[src/rtl/dsc_pkg.sv]
package dsc_pkg;
  localparam int DW = 8;
  localparam int AW = 4;
  localparam int IPW = 6;
  localparam int NCH = 2;

  // channel-local offsets (addr[1:0]) when addr[2] == 0
  localparam logic [1:0] OFS_MODE = 2'd0;
  localparam logic [1:0] OFS_STAT = 2'd1;
  localparam logic [1:0] OFS_CMD  = 2'd2;
  localparam logic [1:0] OFS_HOLD = 2'd3;

  // shared addresses
  localparam logic [AW-1:0] A_CHG_AUX  = 4'h4;
  localparam logic [AW-1:0] A_IST_IMSK = 4'h5;
  localparam logic [AW-1:0] A_CT_HI    = 4'h6;
  localparam logic [AW-1:0] A_CT_LO    = 4'h7;
  localparam logic [AW-1:0] A_VEC      = 4'hC;
  localparam logic [AW-1:0] A_INP_CFG  = 4'hD;
  localparam logic [AW-1:0] A_GO_SET   = 4'hE;
  localparam logic [AW-1:0] A_HALT_CLR = 4'hF;

  localparam logic [2:0]    CMD_PTR_HOME = 3'b001;
  localparam logic [DW-1:0] VEC_RST      = 8'h0F;

  typedef struct packed {
    logic wr_mode;
    logic rd_mode;
    logic wr_cmd;
    logic wr_hold;
  } chan_strb_t;

  typedef struct packed {
    logic wr_imsk;
    logic wr_vec;
    logic wr_cfg;
    logic wr_set;
    logic wr_clr;
    logic wr_cthi;
    logic wr_ctlo;
    logic rd_go;
    logic rd_halt;
  } shr_strb_t;
endpackage

[src/rtl/dsc_bus_ctl.sv]
module dsc_bus_ctl (
  input  logic clk,
  input  logic rst_n,
  input  logic cs_n,
  input  logic rw,
  input  logic iack_n,
  input  logic irq_pend,
  output logic acc_go,
  output logic iack_go,
  output logic ack_n,
  output logic oe
);
  logic busy_q, busy_d;
  logic ack_q, ack_d;
  logic oe_q, oe_d;
  logic start;

  always_comb begin
    start   = ~busy_q & (~cs_n | ~iack_n);
    acc_go  = start & ~cs_n;
    iack_go = start & cs_n & ~iack_n & irq_pend;
    busy_d  = ~cs_n | ~iack_n;
    ack_d   = acc_go | iack_go;
    oe_d    = (acc_go & rw) | iack_go;
  end

  always_ff @(posedge clk or negedge rst_n) begin
    if (!rst_n) begin
      busy_q <= 1'b0;
      ack_q  <= 1'b0;
      oe_q   <= 1'b0;
    end else begin
      busy_q <= busy_d;
      ack_q  <= ack_d;
      oe_q   <= oe_d;
    end
  end

  assign ack_n = ~ack_q;
  assign oe    = oe_q;

  // acknowledge is a single clock per cycle
  p_ack_single_r2: assert property (@(posedge clk) disable iff (!rst_n)
    !ack_n |=> ack_n);
  // output enable only inside an acknowledged cycle
  p_oe_in_ack_r2: assert property (@(posedge clk) disable iff (!rst_n)
    oe |-> !ack_n);
endmodule

[src/rtl/dsc_chan_regs.sv]
module dsc_chan_regs
  import dsc_pkg::*;
(
  input  logic          clk,
  input  logic          rst_n,
  input  chan_strb_t    strb,
  input  logic [DW-1:0] wdata,
  output logic [DW-1:0] mode_rd,
  output logic [DW-1:0] hold_rd,
  output logic          ptr_at2
);
  logic          ptr_q, ptr_d;
  logic [DW-1:0] mr1_q, mr1_d, mr2_q, mr2_d;
  logic [DW-1:0] hold_q, hold_d;
  logic          ptr_home;

  always_comb begin
    ptr_home = strb.wr_cmd && (wdata[6:4] == CMD_PTR_HOME);
    ptr_d  = ptr_q;
    mr1_d  = mr1_q;
    mr2_d  = mr2_q;
    hold_d = hold_q;
    if (ptr_home)
      ptr_d = 1'b0;
    else if (strb.wr_mode || strb.rd_mode)
      ptr_d = 1'b1;
    if (strb.wr_mode && !ptr_q) mr1_d = wdata;
    if (strb.wr_mode &&  ptr_q) mr2_d = wdata;
    if (strb.wr_hold) hold_d = wdata;
  end

  always_ff @(posedge clk or negedge rst_n) begin
    if (!rst_n) begin
      ptr_q  <= 1'b0;
      mr1_q  <= '0;
      mr2_q  <= '0;
      hold_q <= '0;
    end else begin
      ptr_q  <= ptr_d;
      mr1_q  <= mr1_d;
      mr2_q  <= mr2_d;
      hold_q <= hold_d;
    end
  end

  assign mode_rd = ptr_q ? mr2_q : mr1_q;
  assign hold_rd = hold_q;
  assign ptr_at2 = ptr_q;

  // any mode access leaves the pointer at position 2
  p_ptr_moves_r4: assert property (@(posedge clk) disable iff (!rst_n)
    (strb.wr_mode || strb.rd_mode) |=> ptr_at2);
  // a write at position 2 leaves mode register 1 untouched
  p_mr1_kept_r4: assert property (@(posedge clk) disable iff (!rst_n)
    (strb.wr_mode && ptr_at2) |=> $stable(mr1_q));
  // home command returns the pointer
  p_ptr_home_r5: assert property (@(posedge clk) disable iff (!rst_n)
    (strb.wr_cmd && wdata[6:4] == CMD_PTR_HOME) |=> !ptr_at2);
endmodule

[src/rtl/dsc_shared_regs.sv]
module dsc_shared_regs
  import dsc_pkg::*;
(
  input  logic          clk,
  input  logic          rst_n,
  input  shr_strb_t     strb,
  input  logic [DW-1:0] wdata,
  input  logic [DW-1:0] int_src,
  output logic [DW-1:0] imsk_q,
  output logic [DW-1:0] ist_q,
  output logic [DW-1:0] vec_q,
  output logic [DW-1:0] opr_q,
  output logic [DW-1:0] cfg_q,
  output logic [DW-1:0] cthi_q,
  output logic [DW-1:0] ctlo_q,
  output logic          run_q
);
  logic [DW-1:0] imsk_d, vec_d, opr_d, cfg_d, cthi_d, ctlo_d;
  logic          run_d;

  always_comb begin
    imsk_d = imsk_q;
    vec_d  = vec_q;
    opr_d  = opr_q;
    cfg_d  = cfg_q;
    cthi_d = cthi_q;
    ctlo_d = ctlo_q;
    run_d  = run_q;
    if (strb.wr_imsk) imsk_d = wdata;
    if (strb.wr_vec)  vec_d  = wdata;
    if (strb.wr_cfg)  cfg_d  = wdata;
    if (strb.wr_cthi) cthi_d = wdata;
    if (strb.wr_ctlo) ctlo_d = wdata;
    if (strb.wr_set)  opr_d  = opr_q | wdata;
    if (strb.wr_clr)  opr_d  = opr_q & ~wdata;
    if (strb.rd_go)   run_d  = 1'b1;
    if (strb.rd_halt) run_d  = 1'b0;
  end

  always_ff @(posedge clk or negedge rst_n) begin
    if (!rst_n) begin
      imsk_q <= '0;
      ist_q  <= '0;
      vec_q  <= VEC_RST;
      opr_q  <= '0;
      cfg_q  <= '0;
      cthi_q <= '0;
      ctlo_q <= '0;
      run_q  <= 1'b0;
    end else begin
      imsk_q <= imsk_d;
      ist_q  <= int_src;
      vec_q  <= vec_d;
      opr_q  <= opr_d;
      cfg_q  <= cfg_d;
      cthi_q <= cthi_d;
      ctlo_q <= ctlo_d;
      run_q  <= run_d;
    end
  end

  // set and clear commands on the output port register
  p_set_bits_r8: assert property (@(posedge clk) disable iff (!rst_n)
    strb.wr_set |=> ((opr_q & $past(wdata)) == $past(wdata)));
  p_clr_bits_r8: assert property (@(posedge clk) disable iff (!rst_n)
    strb.wr_clr |=> ((opr_q & $past(wdata)) == '0));
  // counter start and stop reads
  p_ct_go_r8: assert property (@(posedge clk) disable iff (!rst_n)
    strb.rd_go |=> run_q);
  p_ct_halt_r8: assert property (@(posedge clk) disable iff (!rst_n)
    strb.rd_halt |=> !run_q);
  // status follows the condition lines by one clock
  p_ist_sample_r6: assert property (@(posedge clk) disable iff (!rst_n)
    1'b1 |=> (ist_q == $past(int_src)));
endmodule

[src/rtl/dsc_host_regs.sv]
module dsc_host_regs
  import dsc_pkg::*;
(
  input  logic           clk,
  input  logic           rst_n,
  input  logic           cs_n,
  input  logic           rw,
  input  logic [AW-1:0]  addr,
  input  logic [DW-1:0]  wdata,
  output logic [DW-1:0]  rdata,
  output logic           rdata_oe,
  output logic           ack_n,
  output logic           irq_n,
  input  logic           iack_n,
  input  logic [DW-1:0]  int_src,
  input  logic [IPW-1:0] in_port,
  output logic [DW-1:0]  out_port,
  output logic [DW-1:0]  out_cfg,
  output logic           ct_run
);
  localparam int SYNC = 2;

  logic [SYNC-1:0] rst_sync_q;
  logic            rst_ni;

  always_ff @(posedge clk or negedge rst_n) begin
    if (!rst_n) rst_sync_q <= '0;
    else        rst_sync_q <= {rst_sync_q[SYNC-2:0], 1'b1};
  end
  assign rst_ni = rst_sync_q[SYNC-1];

  logic acc_go, iack_go, irq_pend;
  logic wr_go, rd_go_any, in_chan;

  logic [DW-1:0] imsk_q, ist_q, vec_q, opr_q, cfg_q, cthi_q, ctlo_q;
  logic          run_q;

  chan_strb_t    ch_strb [NCH];
  logic [DW-1:0] ch_mode [NCH];
  logic [DW-1:0] ch_hold [NCH];
  logic          ch_ptr  [NCH];
  shr_strb_t     sh_strb;

  logic [DW-1:0] rd_mux, rdata_q, rdata_d;

  assign irq_pend = |(ist_q & imsk_q);

  dsc_bus_ctl u_bus (
    .clk      (clk),
    .rst_n    (rst_ni),
    .cs_n     (cs_n),
    .rw       (rw),
    .iack_n   (iack_n),
    .irq_pend (irq_pend),
    .acc_go   (acc_go),
    .iack_go  (iack_go),
    .ack_n    (ack_n),
    .oe       (rdata_oe)
  );

  always_comb begin
    wr_go     = acc_go & ~rw;
    rd_go_any = acc_go & rw;
    in_chan   = ~addr[2];
  end

  for (genvar c = 0; c < NCH; c++) begin : g_chan
    logic hit;
    always_comb begin
      hit = in_chan && (addr[3] == c[0]);
      ch_strb[c].wr_mode = wr_go     && hit && (addr[1:0] == OFS_MODE);
      ch_strb[c].rd_mode = rd_go_any && hit && (addr[1:0] == OFS_MODE);
      ch_strb[c].wr_cmd  = wr_go     && hit && (addr[1:0] == OFS_CMD);
      ch_strb[c].wr_hold = wr_go     && hit && (addr[1:0] == OFS_HOLD);
    end

    dsc_chan_regs u_chan (
      .clk     (clk),
      .rst_n   (rst_ni),
      .strb    (ch_strb[c]),
      .wdata   (wdata),
      .mode_rd (ch_mode[c]),
      .hold_rd (ch_hold[c]),
      .ptr_at2 (ch_ptr[c])
    );
  end

  always_comb begin
    sh_strb.wr_imsk = wr_go     && (addr == A_IST_IMSK);
    sh_strb.wr_vec  = wr_go     && (addr == A_VEC);
    sh_strb.wr_cfg  = wr_go     && (addr == A_INP_CFG);
    sh_strb.wr_set  = wr_go     && (addr == A_GO_SET);
    sh_strb.wr_clr  = wr_go     && (addr == A_HALT_CLR);
    sh_strb.wr_cthi = wr_go     && (addr == A_CT_HI);
    sh_strb.wr_ctlo = wr_go     && (addr == A_CT_LO);
    sh_strb.rd_go   = rd_go_any && (addr == A_GO_SET);
    sh_strb.rd_halt = rd_go_any && (addr == A_HALT_CLR);
  end

  dsc_shared_regs u_shr (
    .clk     (clk),
    .rst_n   (rst_ni),
    .strb    (sh_strb),
    .wdata   (wdata),
    .int_src (int_src),
    .imsk_q  (imsk_q),
    .ist_q   (ist_q),
    .vec_q   (vec_q),
    .opr_q   (opr_q),
    .cfg_q   (cfg_q),
    .cthi_q  (cthi_q),
    .ctlo_q  (ctlo_q),
    .run_q   (run_q)
  );

  // read multiplexer: direction-split addresses resolve to the read side
  always_comb begin
    rd_mux = '0;
    if (in_chan) begin
      case (addr[1:0])
        OFS_MODE: rd_mux = ch_mode[addr[3]];
        OFS_HOLD: rd_mux = ch_hold[addr[3]];
        default:  rd_mux = '0;  // status stub and reserved diagnostic
      endcase
    end else begin
      case (addr)
        A_IST_IMSK: rd_mux = ist_q;
        A_CT_HI:    rd_mux = cthi_q;
        A_CT_LO:    rd_mux = ctlo_q;
        A_VEC:      rd_mux = vec_q;
        A_INP_CFG:  rd_mux = {{(DW-IPW){1'b0}}, in_port};
        default:    rd_mux = '0;
      endcase
    end
  end

  always_comb begin
    rdata_d = rdata_q;
    if (iack_go)        rdata_d = vec_q;
    else if (rd_go_any) rdata_d = rd_mux;
  end

  always_ff @(posedge clk or negedge rst_ni) begin
    if (!rst_ni) rdata_q <= '0;
    else         rdata_q <= rdata_d;
  end

  assign rdata    = rdata_q;
  assign irq_n    = ~irq_pend;
  assign out_port = ~opr_q;
  assign out_cfg  = cfg_q;
  assign ct_run   = run_q;

  // a vector cycle puts the vector on the bus with acknowledge
  p_iack_vec_r7: assert property (@(posedge clk) disable iff (!rst_ni)
    iack_go |=> (!ack_n && rdata_oe && rdata == vec_q));
  // no vector cycle without a pending request
  p_iack_pend_r7: assert property (@(posedge clk) disable iff (!rst_ni)
    iack_go |-> !irq_n);
  // a write cycle never enables the data bus
  p_wr_no_oe_r2: assert property (@(posedge clk) disable iff (!rst_ni)
    wr_go |=> !rdata_oe);
  // the home command on one channel leaves the other pointer alone
  p_ptr_indep_r5: assert property (@(posedge clk) disable iff (!rst_ni)
    ch_strb[0].wr_cmd |=> (ch_ptr[1] == $past(ch_ptr[1])));
endmodule

[config.mk]
export PLATFORM = sky130hd
export DESIGN_NAME = dsc_host_regs
export DESIGN_NICKNAME = d
export VERILOG_FILES = /design/src/rtl/dsc_pkg.sv /design/src/rtl/dsc_bus_ctl.sv /design/src/rtl/dsc_chan_regs.sv /design/src/rtl/dsc_shared_regs.sv /design/src/rtl/dsc_host_regs.sv
export SDC_FILE = /design/constraint.sdc
export NUM_CORES = 1
export LEC_CHECK = 0
export BUFFER_PORTS_ARGS = -buffer_cell sky130_fd_sc_hd__buf_2
export CORE_ASPECT_RATIO = 0.6
export CORE_MARGIN = 3
export CORE_UTILIZATION = 55
export CTS_BUF_LIST = sky130_fd_sc_hd__clkbuf_16
export DETAILED_ROUTE_END_ITERATION = 16
export PLACE_DENSITY_LB_ADDON = 0.1
export REMOVE_ABC_BUFFERS = 1
export SLEW_MARGIN = 20
export SYNTH_ARGS = -nofsm -noshare
export SYNTH_HDL_FRONTEND = slang
export SYNTH_SLANG_ARGS = --single-unit
[constraint.sdc]
create_clock -name clk -period 4.55 [get_ports clk]
set_input_delay 0.6825 -clock clk [delete_from_list [all_inputs] [get_ports clk]]
set_output_delay 0.6825 -clock clk [all_outputs]
set_load 0.1 [all_outputs]
# Word-level counts from Yosys, hierarchy flattened
# Index checks and enable logic that the tools add are counted.
[totals]
out_inout_bits = 28
latch_bits = 0
ram_bits = 0
memories = 0
rom_bits = 0
inputBits = 31
elab_cells = 117
register_bits = 120
[op_classes]
order_cmp = 1
n_mux = 21
n_shift = 0
div_mod_pow = 0
n_reduce_logical = 40
bitwise_logic = 24
eq_ne = 10
n_addsub = 0
multipliers = 0
[ops]
columns = ["operator", "n"]
rows = [
  ["$mux 8", 13],
  ["$pmux 8 s5", 1],
  ["$logic_and 1x1->1", 29],
  ["$and 8x8->8", 2],
  ["$eq 4x4->1 const B", 4],
  ["$not 8->8", 2],
  ["$pmux 8 s2", 1],
  ["$eq 4x3->1 const B", 3],
  ["$reduce_bool 2->1", 5],
  ["$not 1->1", 8],
  ["$or 8x8->8", 1],
  ["$reduce_or 8->1", 1],
  ["$and 1x1->1", 7],
  ["$mux 1", 6],
  ["$eq 2x2->1 const B", 2],
  ["$eq 3x1->1 const B", 1],
  ["$or 1x1->1", 3],
  ["$ge 2x2->1 const B", 1],
  ["$logic_not 1->1", 2],
  ["$logic_not 2->1", 1],
  ["$logic_or 1x1->1", 2],
  ["$not 1->2", 1],
]

# Depth between registers and ports, before layout
# Gate-level depths: netlist of run 1.
[logic_depth]
depth_word = 10
depth_mapped = 8
depth_no_buf = 6

# Hierarchy
# Synthesis of run 1 repeated with hierarchy kept, for this count alone.
[hier_totals]
cells_unflattened = 429
area_unflattened_um2 = 5670.4
[modules_own_cells]
columns = ["module", "seq_area_each_um2", "area_per_inst_um2", "instances", "cells_each"]
rows = [
  ["dsc_shared_regs", 1431.4, 2184.6, 1, 122],
  ["dsc_chan_regs", 625.6, 1034.7, 2, 65],
  ["dsc_host_regs", 250.2, 1298.7, 1, 167],
  ["dsc_bus_ctl", 75.1, 117.6, 1, 10],
]

# Worst setup path after synthesis of run 1
# No wires, ideal clock.
[synth_timing]
path_type = "input -> register"
from = "input port addr[0]"
to = "register g_chan[1].u_chan.mr1_q[0]"
cell_stages = 6
required_ns = 4.425
path_slack_ns = 2.156
arrival_ns = 2.269
setup_ns = 0.125
n_path_buf = 1
cell_sequence = "inv_1 -> ha_1 -> or4b_1 -> buf_2 -> nor4b_4 -> mux2_2"
[synth_via]
elab_chain_len = 3
[synth_lines]
columns = ["element", "line", "source"]
rows = [
  ["from (decl)", "dsc_host_regs.sv:8", "input logic [AW-1:0] addr,"],
  ["$logic_not 2->1", "dsc_host_regs.sv:71", "ch_strb[c].wr_mode = wr_go && hit && (addr[1:0] == OFS_MODE);"],
  ["$logic_and 1x1->1", "dsc_host_regs.sv:71", ""],
  ["$logic_and 1x1->1", "dsc_chan_regs.sv:27", "if (strb.wr_mode && !ptr_q) mr1_d = wdata;"],
  ["to (signal assigned)", "dsc_chan_regs.sv:40", "mr1_q <= mr1_d;"],
  ["to (decl)", "dsc_chan_regs.sv:13", "logic [DW-1:0] mr1_q, mr1_d, mr2_q, mr2_d;"],
]
# Every way passes these cells.
# A chain may end at the register's enable or synchronous reset.

# Worst setup path after layout of run 1
[layout_timing]
from = "register u_shr.ist_q[3]"
to = "output port irq_n"
[layout_via]
elab_chain_len = 3
[layout_lines]
columns = ["element", "line", "source"]
rows = [
  ["from (decl)", "dsc_shared_regs.sv:10", "output logic [DW-1:0] ist_q,"],
  ["from (signal assigned)", "dsc_shared_regs.sv:52", "ist_q <= int_src;"],
  ["$and 8x8->8", "dsc_host_regs.sv:46", "assign irq_pend = |(ist_q & imsk_q);"],
  ["$reduce_or 8->1", "dsc_host_regs.sv:46", ""],
  ["$not 1->1", "dsc_host_regs.sv:149", "assign irq_n = ~irq_pend;"],
  ["to (decl)", "dsc_host_regs.sv:13", "output logic irq_n,"],
]
# Every way passes these cells.

==> results.txt, run 1 <==
----------------------------------------------------
[Status]
  Status ... finished clean

[Logic synthesis]
  Ys flop type ... sky130_fd_sc_hd__dfrtp_1
  Yosys warns ... 0
  Area share of the largest cell type after synthesis ... a little over half
  Main area contributors after synthesis ... sky130_fd_sc_hd__dfrtp_1 54%, sky130_fd_sc_hd__mux2_2 18%, sky130_fd_sc_hd__mux2i_1 4.5%, sky130_fd_sc_hd__a21oi_1 2.5%, sky130_fd_sc_hd__a22oi_1 2.5%
  Sequential cell area fraction in the yosys report ... roughly 56%
  Yosys top cell by area ... sky130_fd_sc_hd__dfrtp_1
  Number of synthesized flops with an enable pin ... 0
  Async set or reset register ratio after synthesis ... 100%
  Cell count after synthesis ... approximately 420
  Number of unique standard cell types used by synthesis ... 44
  Synthesized flop and latch total ... 120
  Netlist Area Pre-Place ... 0.00537 sq mm
  Post-synthesis area per instance ... 12.7 sq um

[Run]
  Number of maximum-capacitance constraint violations ... 0

[Detailed routing]
  Vias after detailed routing ... roughly 3800
  Wire length per cell after detailed routing ... between 20 and 25 um
  Post-detailed-route via-to-cell ratio ... 6.15
  Residual DRC ... 0
  DR iter-0 viols ... about 410
  Sum of routed wire length over all layers ... about 14 mm
  Total iterations of the first detailed-routing run ... 5
  Post-detailed-route count of antenna-violating nets ... 0

[Critical path]
  End of the worst register-to-register path ... g_chan[1].u_chan.mr1_q[0]
  Worst path top cell family by delay ... buffers and inverters
  Start-to-end type of the worst setup path ... reg -> out
  Data arrival time at the worst-slack endpoint ... around 2.3 ns
  Worst Path Buf+Inv ... 2
  Critical Path Slowest Stage Cell ... sky130_fd_sc_hd__nand4_1
  CP endpoint kind ... output port
  FF-to-FF path depth ... 3
  Required arrival time at the worst endpoint ... just under 4 ns
  Reg-to-reg critical path startpoint ... u_bus.busy_q
  Critical-path cell list ... a22oi_1, nand4_1, inv_1, buf_2
  Element type at the critical path start ... register
  Delay of the slowest cell on the worst path ... just over 0.5 ns
  Reg-to-reg setup timing slack ... about 2.3 ns
  Maximum fanout count along the critical path ... 11

[Clock network]
  Clock sink total ... 120
  Deepest clock path buffer count ... 2
  Count of cells resized by post-cts repair ... 0
  Total of hold buffers inserted after clock tree synthesis ... 0
  Clock transition time at the flip-flop clock pins of the worst setup and hold paths ... ~0.06 ns
  Number of buffers created by CTS ... 17
  TritonCTS clock tree ... yes
  Buffer cell driving the clock tree root ... sky130_fd_sc_hd__clkbuf_16
  Clock Latency Late Sink ... 0.41 ns
  Depth of the CTS H-tree ... 4
  Post-CTS Repair Setup Buffers ... 0

[Placed design]
  Final HPWL from detailed placement ... roughly 9.3 mm
  Port Buffers ... just under 60
  Number of cells in the design after placement ... between 500 and 600
  Global placer's final weighted congestion ... 0.908

[Cells and area]
  Count of filler cells inserted in the layout ... ~720
  Fraction of final layout cells sized beyond drive strength 1 ... 39.7%
  ANT cells ... 0
  Layout-stage area growth over the synthesis result ... 17.5%
  Non-filler instance count after layout ... ~600
  Final layout net count ... 508

[Global route]
  Largest net degree at the start of global routing ... between 40 and 50
  Overall fraction of global-route tracks in use ... 27.2%
  Initial antenna violation count ... 0
  Grt ovf ... 0
  First-pass GRT wire length ... 21.8 mm
  Vias in the first global route ... approximately 3700

[Power]
  Post-layout power ... slightly above 3 mW
  Largest vdd supply drop ... between 300 and 400 uV
  Power density over the cells ... just under 500 mW/mm^2
  Leakage power figure ... between 2 and 3 nW

[Floorplan]
  Floorplan die area ... between 0.01 and 0.015 sq mm
  Vertical die dimension ... ~83 um
  Core ar. ... just over 0.009 sq mm
  Initial cell density of the core ... 57.6%
  Die X-Extent ... between 100 and 150 um
  Number of ports placed on the die boundary ... around 60
  Core Rows ... 27

[Timing]
  Max_slew headroom ... a little under two fifths
  Share of the clock period used by the worst path after layout ... roughly 65%
  Fin crit period ... 2.95 ns
  Final count of negative-setup-slack endpoints ... 0
  Worst clock skew on the final layout ... between 0.005 and 0.006 ns
  Final count of hold timing violations ... 0
  Transition at the pin with the smallest max-transition slack ... 0.929 ns
  Max-slew violations ... 0
  Worst hold-check slack ... 0.0373 ns
  RSZ-0062 raised after global routing ... false
  Maximum clock frequency ... 0.339 GHz
  Sum of negative setup slack ... 0 ns

[Worst hold path]
  Tightest Hold Check Type ... in -> async

----------------------------------------------------
## stage by stage
| stage | setup slack [ns] | instance area, sq um | util, % |
|---|---|---|---|
| after floorplan | 0.966 | 5250 | - |
| after global placement | 1.60 | 5730 | 61.4 |
| after detailed placement | 1.52 | 5730 | 61.4 |
| after CTS | 1.65 | 6310 | 67.6 |
| after global routing | 1.51 | 6310 | 67.6 |
| final | 1.60 | 6310 | 67.6 |
## flip-flops by register name (all words and copies together) (netlist names), named ones only
register	count
u_bus.busy_q	1
u_shr.run_q	1
rst_sync_q	2
u_shr.ist_q	8
u_shr.imsk_q	8
u_bus.oe	1
u_shr.cfg_q	8
u_shr.vec_q	8
u_shr.cthi_q	8
g_chan.u_chan.hold_rd	16
rdata	8
u_shr.ctlo_q	8
g_chan.u_chan.mr2_q	16
g_chan.u_chan.mr1_q	16
u_bus.ack_q	1
g_chan.u_chan.ptr_at2	2
## power breakdown
part | internal, mW | switching [mW]
registers | 1.16 | 0.0790
logic | 0.130 | 0.403
clock network | 0.805 | 0.515
## layout make-up
class,count,area [sq um],share of cell area [%]
sequential,120,3010,47.7
tap,130,163,2.58
timing repair buffer,61,313,4.96
clock buffer,17,425,6.74
multi-input combinational,259,2190,34.7
clock inverter,15,153,2.42
inverter,14,52.6,0.833
## synth_stat cells (2+ instances only)
library cell               count
sky130_fd_sc_hd__a211oi_1      6
sky130_fd_sc_hd__o21ai_0       8
sky130_fd_sc_hd__ha_1          4
sky130_fd_sc_hd__nor3b_1       2
sky130_fd_sc_hd__nor2_1       11
sky130_fd_sc_hd__dfrtp_1     116
sky130_fd_sc_hd__buf_2         3
sky130_fd_sc_hd__nand3_1       9
sky130_fd_sc_hd__o22ai_1       6
sky130_fd_sc_hd__a21boi_0      3
sky130_fd_sc_hd__mux2i_1      24
sky130_fd_sc_hd__o31ai_1       6
sky130_fd_sc_hd__nand4_1       4
sky130_fd_sc_hd__inv_1        14
sky130_fd_sc_hd__dfstp_2       4
sky130_fd_sc_hd__a22oi_1      18
sky130_fd_sc_hd__o221ai_1      2
sky130_fd_sc_hd__mux2_2       88
sky130_fd_sc_hd__nand2_1      12
sky130_fd_sc_hd__a221oi_1      2
sky130_fd_sc_hd__o32ai_1       2
sky130_fd_sc_hd__a21oi_1      27
sky130_fd_sc_hd__nor4_1        4
sky130_fd_sc_hd__clkbuf_1     25
sky130_fd_sc_hd__and2_1        2
sky130_fd_sc_hd__buf_1         3
sky130_fd_sc_hd__and3_1        2
## cells by family (layout without fill, tap and decap cells)
logic type	count (synthesis)	in the layout	share of synthesized area, %
flops	120	120	56.0
mux	112	112	22.9
compound gates	83	83	9.93
simple gates	59	59	6.92
buf+inv	45	107	3.22
fa+ha+maj	4	4	0.932
other cells	1	1	0.0698
## layout by cell type (no fill, tap or decap), types with 3 or more instances in the layout
cell                         instances
sky130_fd_sc_hd__clkbuf_16          17
sky130_fd_sc_hd__o31ai_1             6
sky130_fd_sc_hd__dfrtp_1           115
sky130_fd_sc_hd__clkinv_2            4
sky130_fd_sc_hd__a211oi_1            6
sky130_fd_sc_hd__buf_2              58
sky130_fd_sc_hd__a21boi_0            3
sky130_fd_sc_hd__nor4_1              4
sky130_fd_sc_hd__o22ai_1             6
sky130_fd_sc_hd__mux2i_1            24
sky130_fd_sc_hd__nand4_1             4
sky130_fd_sc_hd__nand3_1             9
sky130_fd_sc_hd__mux2_2             88
sky130_fd_sc_hd__a21oi_1            27
sky130_fd_sc_hd__dfstp_2             4
sky130_fd_sc_hd__o21ai_0             8
sky130_fd_sc_hd__inv_1              14
sky130_fd_sc_hd__nand2_1            12
sky130_fd_sc_hd__nor2_1             11
sky130_fd_sc_hd__clkinvlp_4          5
sky130_fd_sc_hd__a22oi_1            18
sky130_fd_sc_hd__buf_4               3
sky130_fd_sc_hd__ha_1                4
## worst reg2reg max path, cell delays in order, from the launching register on
cell                      delay (ns)
sky130_fd_sc_hd__dfrtp_1        0.46
sky130_fd_sc_hd__or4b_1         0.70
sky130_fd_sc_hd__nor4b_4        0.59
sky130_fd_sc_hd__mux2_2         0.41
## worst max-delay path by stage
stage / slack (ns) / endpoint / cells past startpoint / from
global placement: 1.60 / g_chan[1].u_chan.mr1_q[5] / 6 / addr[0]
floorplan: 0.97 / asynchronous set/reset pin / 0 / rst_sync_q[1]
global route: 1.51 / irq_n / 4 / u_shr.ist_q[3]
CTS: 1.65 / irq_n / 4 / u_shr.ist_q[3]
detailed placement: 1.52 / g_chan[1].u_chan.mr1_q[0] / 6 / addr[0]
finish: 1.60 / irq_n / 4 / u_shr.ist_q[3]
## routing by layer
| metal | GRT usage, % | vias to the layer above | part of all wire, % |
|---|---|---|---|
| li1 | - | 1662 | - |
| met1 | 39.5 | 1916 | 47 |
| met2 | 38.8 | 198 | 42 |
| met3 | 8.72 | 15 | 9.2 |
| met4 | 8.83 | 0 | 1.2 |
| met5 | 0 | - | 0 |
(Power assumes the default switching activity.)
==> run 2, diff against run 1 <==
Settings changed: CORE_UTILIZATION 55 to 53.
Clock period 4.55 ns to 2.5 ns, I/O delays scaled along.
==> run 2 against run 1 <==
Core utilization increased by 0.20 points; global-route usage decreased by 1.2 points; via count increased by 0.61%; final area increased by 2.5%; sequential share of layout area decreased by 1.2 points; clock power increased by 80%; clock skew increased by 0.0086 ns; critical endpoint unchanged; largest cell class unchanged; highest routed layer unchanged.
==> results.txt, run 2 (synthesis gave the netlist of run 1 again) <==
----------------------------------------------------
[Placed design]
  Number of cells in the design after placement ... 600 (+2.7%)
  Global placer's final weighted congestion ... 0.845 (-7.0%)
  Final HPWL from detailed placement ... 9.51 mm (+2.1%)
  Port Buffers ... 58 (unchanged)
  Area after detailed placement ... 0.00587 sq mm (+2.5%)

[Detailed routing]
  Post-detailed-route via-to-cell ratio ... 6.03 (-2.1%)
  Post-detailed-route count of antenna-violating nets ... 0 (unchanged)
  Wire length per cell after detailed routing ... 21.9 um (-4.6%)
  DR iter-0 viols ... 328 (-21%)
  Residual DRC ... 0 (unchanged)
  Total iterations of the first detailed-routing run ... 4 (-1)
  Vias after detailed routing ... 3814 (+0.61%)
  Sum of routed wire length over all layers ... 13.9 mm (-2.0%)

[Worst hold path]
  Number of cells traversed by the worst hold path ... 1
  Tightest Hold Check Type ... in -> reg

[Power]
  Post-layout power ... 5.63 mW (+82%)
  Leakage power figure ... 3.09 nW (+3.5%)
  Power density over the cells ... 870 mW/mm^2 (+77%)
  Largest vdd supply drop ... 491 uV (+57%)

[Global route]
  Overall fraction of global-route tracks in use ... 26.0% (-1.2 points)
  Initial antenna violation count ... 0 (unchanged)
  Largest net degree at the start of global routing ... 89 (+85%)
  First-pass GRT wire length ... 21.9 mm (+0.60%)
  Vias in the first global route ... 3840 (+2.7%)
  Grt ovf ... 0 (unchanged)

[Clock network]
  TritonCTS clock tree ... yes
  Clock transition time at the flip-flop clock pins of the worst setup and hold paths ... 0.06 ns (about the same)
  Clock sink total ... 120 (unchanged)
  Count of cells resized by post-cts repair ... 0 (unchanged)
  Number of buffers created by CTS ... 17 (unchanged)
  Depth of the CTS H-tree ... 4 (unchanged)
  Buffer cell driving the clock tree root ... sky130_fd_sc_hd__clkbuf_16
  Deepest clock path buffer count ... 2 (unchanged)
  Clock Latency Late Sink ... 0.42 ns (about the same)

[Cells and area]
  Finished Cell Area ... 0.00646 sq mm (+2.5%)
  Most common cell after layout, fill and taps aside ... sky130_fd_sc_hd__dfrtp_1
  Register area ... 0.00301 sq mm (unchanged)
  ANT cells ... 0 (unchanged)
  Non-filler instance count after layout ... 633 (+2.8%)
  Layout-stage area growth over the synthesis result ... 20.4%
  Final layout net count ... 525 (+3.3%)
  Total area of multi-input combinational cells ... 0.00219 sq mm (unchanged)
  Commonest non-fill, non-tap cells in the layout ... 115 x sky130_fd_sc_hd__dfrtp_1, 88 x sky130_fd_sc_hd__mux2_2, 58 x sky130_fd_sc_hd__buf_2
  Fraction of final layout cells sized beyond drive strength 1 ... 41.2% (+1.4 points)
  Count of filler cells inserted in the layout ... 737 (+2.1%)

[Timing]
  Fin crit period ... between 2 and 2.5 ns
  Transition at the pin with the smallest max-transition slack ... 0.771 ns (-0.158 ns)
  RSZ-0062 raised after global routing ... false
  Sum of negative setup slack ... 0 ns (unchanged)
  Max_slew headroom ... 47.9% (+9.8 points)
  Maximum clock frequency ... 0.433 GHz
  Final count of hold timing violations ... 0 (unchanged)
  Final count of negative-setup-slack endpoints ... 0 (unchanged)
  Share of the clock period used by the worst path after layout ... 92.4%
  Worst clock skew on the final layout ... 0.0139 ns (+0.00857 ns)
  Max-slew violations ... 0 (unchanged)

[Critical path]
  Element type at the critical path start ... register
  Data arrival time at the worst-slack endpoint ... 1.93 ns (-0.34 ns)
  First element of the critical path ... u_shr.ist_q[3]
  Critical Path Slowest Stage Cell ... sky130_fd_sc_hd__buf_2
  Reg-to-reg critical path startpoint ... u_bus.busy_q
  End of the worst register-to-register path ... g_chan[0].u_chan.mr2_q[4]
  CP endpoint kind ... output port
  Delay of the slowest cell on the worst path ... 0.42 ns (-0.09 ns)
  Maximum fanout count along the critical path ... 2 (-9)
  Reg-to-reg setup timing slack ... 0.36 ns (-1.92 ns)
  Start-to-end type of the worst setup path ... reg -> out
  Critical path capture point ... irq_n
  FF-to-FF path depth ... 4 (+1)
  Critical-path cell list ... a22oi_1, nand4_1, inv_1, buf_2
  Required arrival time at the worst endpoint ... 2.12 ns (-1.75 ns)

[Status]
  Status ... finished clean

[Floorplan]
  Core ar. ... 0.00953 sq mm (+2.2%)
  Core Rows ... 27 (unchanged)
  Vertical die dimension ... 84.0 um (+1.7%)
  Floorplan die area ... 0.0114 sq mm (+3.5%)
  Die X-Extent ... 136 um (+1.8%)
  Initial cell density of the core ... 56.4% (-1.2 points)
  Number of ports placed on the die boundary ... 59 (unchanged)

[Run]
  Number of maximum-capacitance constraint violations ... 0 (unchanged)

----------------------------------------------------
==> run 2: worst min path at each step <==
stage	startpoint	end	slack [ns]
after floorplan	rst_n	rst_sync_q[0]	0.08
after detailed placement	rst_n	rst_sync_q[0]	0.16
after CTS	int_src[1]	u_shr.ist_q[1]	0.05
final	int_src[1]	u_shr.ist_q[1]	0.05
after global placement	rst_n	rst_sync_q[0]	0.16
after global routing	int_src[2]	u_shr.ist_q[2]	0.05
==> run 2: what timing repair did <==
item,CTS,global route
hold buffers,1,0
setup endpoints to repair,0,0
hold endpoints to repair,2,0
setup buffers,0,0
==> run 2: routing by layer <==
metal | track usage [%] | vias to the layer above | wire (um)
met2 | 36.3 | 143 | 6230
met3 | 6.69 | 13 | 1010
met5 | 0 | - | 0
met1 | 39.9 | 1966 | 6550
li1 | - | 1692 | -
met4 | 7.14 | 0 | 102
==> run 2: metrics by stage <==
stage / worst slack [ns] / utilization, % / hold WS (ns)
5_1_grt: 0.163 / 67.8 / 0.0495
3_5_place_dp: 0.145 / 61.7 / 0.161
3_3_place_gp: 0.200 / 61.7 / 0.160
4_1_cts: 0.222 / 67.8 / 0.0492
6_report: 0.191 / 67.8 / 0.0550
2_1_floorplan: -1.08 / - / 0.0794
==> run 2: power breakdown <==
| part | switching (mW) | internal, mW |
|---|---|---|
| Clock | 0.909 | 1.47 |
| Sequential | 0.144 | 2.12 |
| Combinational | 0.736 | 0.254 |
| Total | 1.79 | 3.84 |
==> run 2: cell type report <==
type | instances | area share (%)
sequential | 120 | 46.6
multi-input combinational | 259 | 33.9
timing repair buffer | 78 | 7.24
clock buffer | 17 | 6.58
tap | 130 | 2.52
clock inverter | 15 | 2.38
inverter | 14 | 0.813
==> run 2: worst max-delay path: cells and delay by family, from the launching register on <==
| family | cells | cell delay, ns |
|---|---|---|
| buffers and inverters | 2 | 0.50 |
| and+or+nand+nor | 1 | 0.23 |
| AOI/OAI and AO/OA | 1 | 0.38 |
| DFF | 1 | 0.40 |
==> run 3, diff against run 2 <==
Settings changed: CELL_PAD_IN_SITES_DETAIL_PLACEMENT from default to 1, CELL_PAD_IN_SITES_GLOBAL_PLACEMENT from default to 1, CORE_UTILIZATION 53 to 43.
==> run 3 against run 2 <==
Maximum frequency grew 2.7%; power grew 2.3%; worst setup slack gained 0.061 ns; global-route usage shrank 2.3 points; register-to-register slack is essentially flat; clock-buffer cell count is the same; largest cell class unchanged.
==> results.txt, run 3 (synthesis gave the netlist of run 1 again) <==
----------------------------------------------------
[Status]
  Status ... finished clean

[Floorplan]
  Number of ports placed on the die boundary ... 59 (unchanged)
  Die X-Extent ... 150 um (+11%)
  Core Rows ... 30 (+11%)
  Core ar. ... 0.0117 sq mm (+23%)
  Floorplan die area ... 0.0139 sq mm (+22%)
  Vertical die dimension ... 92.6 um (+10%)
  Initial cell density of the core ... 45.7% (-11 points)

[Cells and area]
  Commonest non-fill, non-tap cells in the layout ... 115 x sky130_fd_sc_hd__dfrtp_1, 88 x sky130_fd_sc_hd__mux2_2, 58 x sky130_fd_sc_hd__buf_2
  ANT cells ... 0 (unchanged)
  Layout-stage area growth over the synthesis result ... 21.7%
  Fraction of final layout cells sized beyond drive strength 1 ... 41.7% (+0.55 points)
  Final layout net count ... 528 (+0.57%)
  Count of filler cells inserted in the layout ... 1193 (+62%)
  Core utilization of the finished layout ... 55.6% (-12 points)
  Most common cell after layout, fill and taps aside ... sky130_fd_sc_hd__dfrtp_1

[Power]
  Fraction of power consumed by combinational cells ... 17.4% (-0.2 points)
  Clock Power Share ... 43.3% (+1.1 points)
  Net switching power ... 1.81 mW (+1.3%)
  Largest vdd supply drop ... 452 uV (-7.9%)
  Power density over the cells ... 880 mW/mm^2 (+1.1%)
  Share of total power in sequential cells ... 39.4% (-0.8 points)
  Switching Fraction ... 31.5% (-0.29 points)
  Leakage power figure ... 3.10 nW (+0.35%)
  Cell internal power dissipation ... 3.94 mW (+2.7%)

[Global route]
  First-pass GRT wire length ... 24.3 mm (+11%)
  Overall fraction of global-route tracks in use ... 23.6% (-2.3 points)
  Initial antenna violation count ... 0 (unchanged)
  Grt ovf ... 0 (unchanged)
  Largest net degree at the start of global routing ... 33 (-63%)
  Vias in the first global route ... 4140 (+7.8%)

[Critical path]
  Element type at the critical path start ... register
  Reg-to-reg setup timing slack ... 0.36 ns (about the same)
  Data arrival time at the worst-slack endpoint ... 1.87 ns (-0.06 ns)
  Start-to-end type of the worst setup path ... reg -> out
  Critical path capture point ... irq_n
  End of the worst register-to-register path ... g_chan[1].u_chan.mr2_q[1]
  Maximum fanout count along the critical path ... 2 (unchanged)
  Critical Path Slowest Stage Cell ... sky130_fd_sc_hd__buf_2
  Worst Path Buf+Inv ... 2 (unchanged)
  Required arrival time at the worst endpoint ... 2.12 ns (about the same)
  Path length in cells of the critical path ... 4 (unchanged)
  CP endpoint kind ... output port
  First element of the critical path ... u_shr.ist_q[3]
  Worst path top cell family by delay ... buffers and inverters
  FF-to-FF path depth ... 4 (unchanged)
  Critical-path cell list ... a22oi_1, nand4_1, inv_1, buf_2
  Delay of the slowest cell on the worst path ... 0.42 ns (about the same)
  Reg-to-reg critical path startpoint ... u_bus.busy_q

[Detailed routing]
  Residual DRC ... 0 (unchanged)
  Total iterations of the first detailed-routing run ... 5 (+1)
  Wire length per cell after detailed routing ... 23.3 um (+6.1%)
  DR iter-0 viols ... 187 (-43%)
  Post-detailed-route via-to-cell ratio ... 5.78 (-4.1%)
  Sum of routed wire length over all layers ... 15.5 mm (+12%)
  Post-detailed-route count of antenna-violating nets ... 0 (unchanged)
  Vias after detailed routing ... 3850 (+0.94%)

[Clock network]
  TritonCTS clock tree ... yes
  Post-CTS Repair Setup Buffers ... 0 (unchanged)
  Number of buffers created by CTS ... 17 (unchanged)
  Clock transition time at the flip-flop clock pins of the worst setup and hold paths ... 0.06 ns (about the same)
  Depth of the CTS H-tree ... 4 (unchanged)
  Clock sink total ... 120 (unchanged)
  Deepest clock path buffer count ... 2 (unchanged)
  Buffer cell driving the clock tree root ... sky130_fd_sc_hd__clkbuf_16
  Clock Latency Late Sink ... 0.41 ns (about the same)

[Timing]
  Final count of negative-setup-slack endpoints ... 0 (unchanged)
  Max_slew headroom ... 52.4% (+4.5 points)
  RSZ-0062 raised after global routing ... false
  Final count of hold timing violations ... 0 (unchanged)
  Fin crit period ... 2.25 ns (-0.0612 ns)
  Worst clock skew on the final layout ... 0.0118 ns (-0.00219 ns)
  Max-slew violations ... 0 (unchanged)
  Maximum clock frequency ... 0.445 GHz (+2.7%)
  Transition at the pin with the smallest max-transition slack ... 0.704 ns (-0.0671 ns)
  Share of the clock period used by the worst path after layout ... 89.9% (-2.4 points)
  Worst hold-check slack ... 0.0663 ns (+0.0113 ns)

[Placed design]
  Port Buffers ... 58 (unchanged)
  Global placer's final weighted congestion ... 0.836 (-1.0%)
  Final HPWL from detailed placement ... 10.7 mm (+13%)

[Run]
  Number of maximum-capacitance constraint violations ... 0 (unchanged)

[Worst hold path]
  Tightest Hold Check Type ... in -> reg

----------------------------------------------------
==> run 3: stage by stage <==
stage          TNS, ns  instances  power, mW  setup slack (ns)  instance area, sq um
2_1_floorplan  -124.32        393       2.99             -1.08                  5250
3_3_place_gp         0        633       3.27             0.111                  5920
3_5_place_dp         0        633       3.30            0.0523                  5920
4_1_cts              0        666       5.81             0.200                  6540
5_1_grt              0        666       5.98             0.109                  6540
6_report             0        666       5.75             0.252                  6540
==> run 3: layer usage <==
layer | vias up | track usage (%) | routed length [um]
met5 | - | 0 | 0
met4 | 0 | 5.48 | 96
met3 | 6 | 6.50 | 810
met2 | 94 | 35.0 | 7110
met1 | 2050 | 34.5 | 7500
li1 | 1700 | - | -
==> run 3: final cells by class <==
cell class                      count  area, sq um  share of cell area, %
Tap cell                          160          200                   3.06
Timing Repair Buffer               81          478                   7.31
Clock buffer                       17          425                   6.51
Inverter                           14         52.6                  0.804
Multi-Input combinational cell    259         2190                   33.5
Sequential cell                   120         3010                   46.1
Clock inverter                     15          180                   2.76
==> run 3: timing repair <==
item	in CTS	in global routing
endpoints found under the hold margin	2	0
gates resized for setup	0	0
hold buffers	1	0
==> run 3: worst min path at each step <==
stage / cells past startpoint / startpoint / slack (ns) / to
after global routing: 1 / int_src[5] / 0.05 / u_shr.ist_q[5]
final: 1 / int_src[3] / 0.07 / u_shr.ist_q[3]
after global placement: 1 / rst_n / 0.16 / rst_sync_q[0]
after detailed placement: 1 / rst_n / 0.16 / rst_sync_q[0]
after CTS: 1 / int_src[3] / 0.05 / u_shr.ist_q[3]
after floorplan: 0 / rst_n / 0.08 / rst_sync_q[0]
==> run 3: power by group through the flow <==
stage	clock network, mW	logic (mW)	registers [mW]
global placement	0	0.982	2.29
global route	2.64	1.06	2.29
CTS	2.53	1.01	2.26
finish	2.49	1.00	2.26
detailed placement	0	1.00	2.30
floorplan	0	0.377	2.61
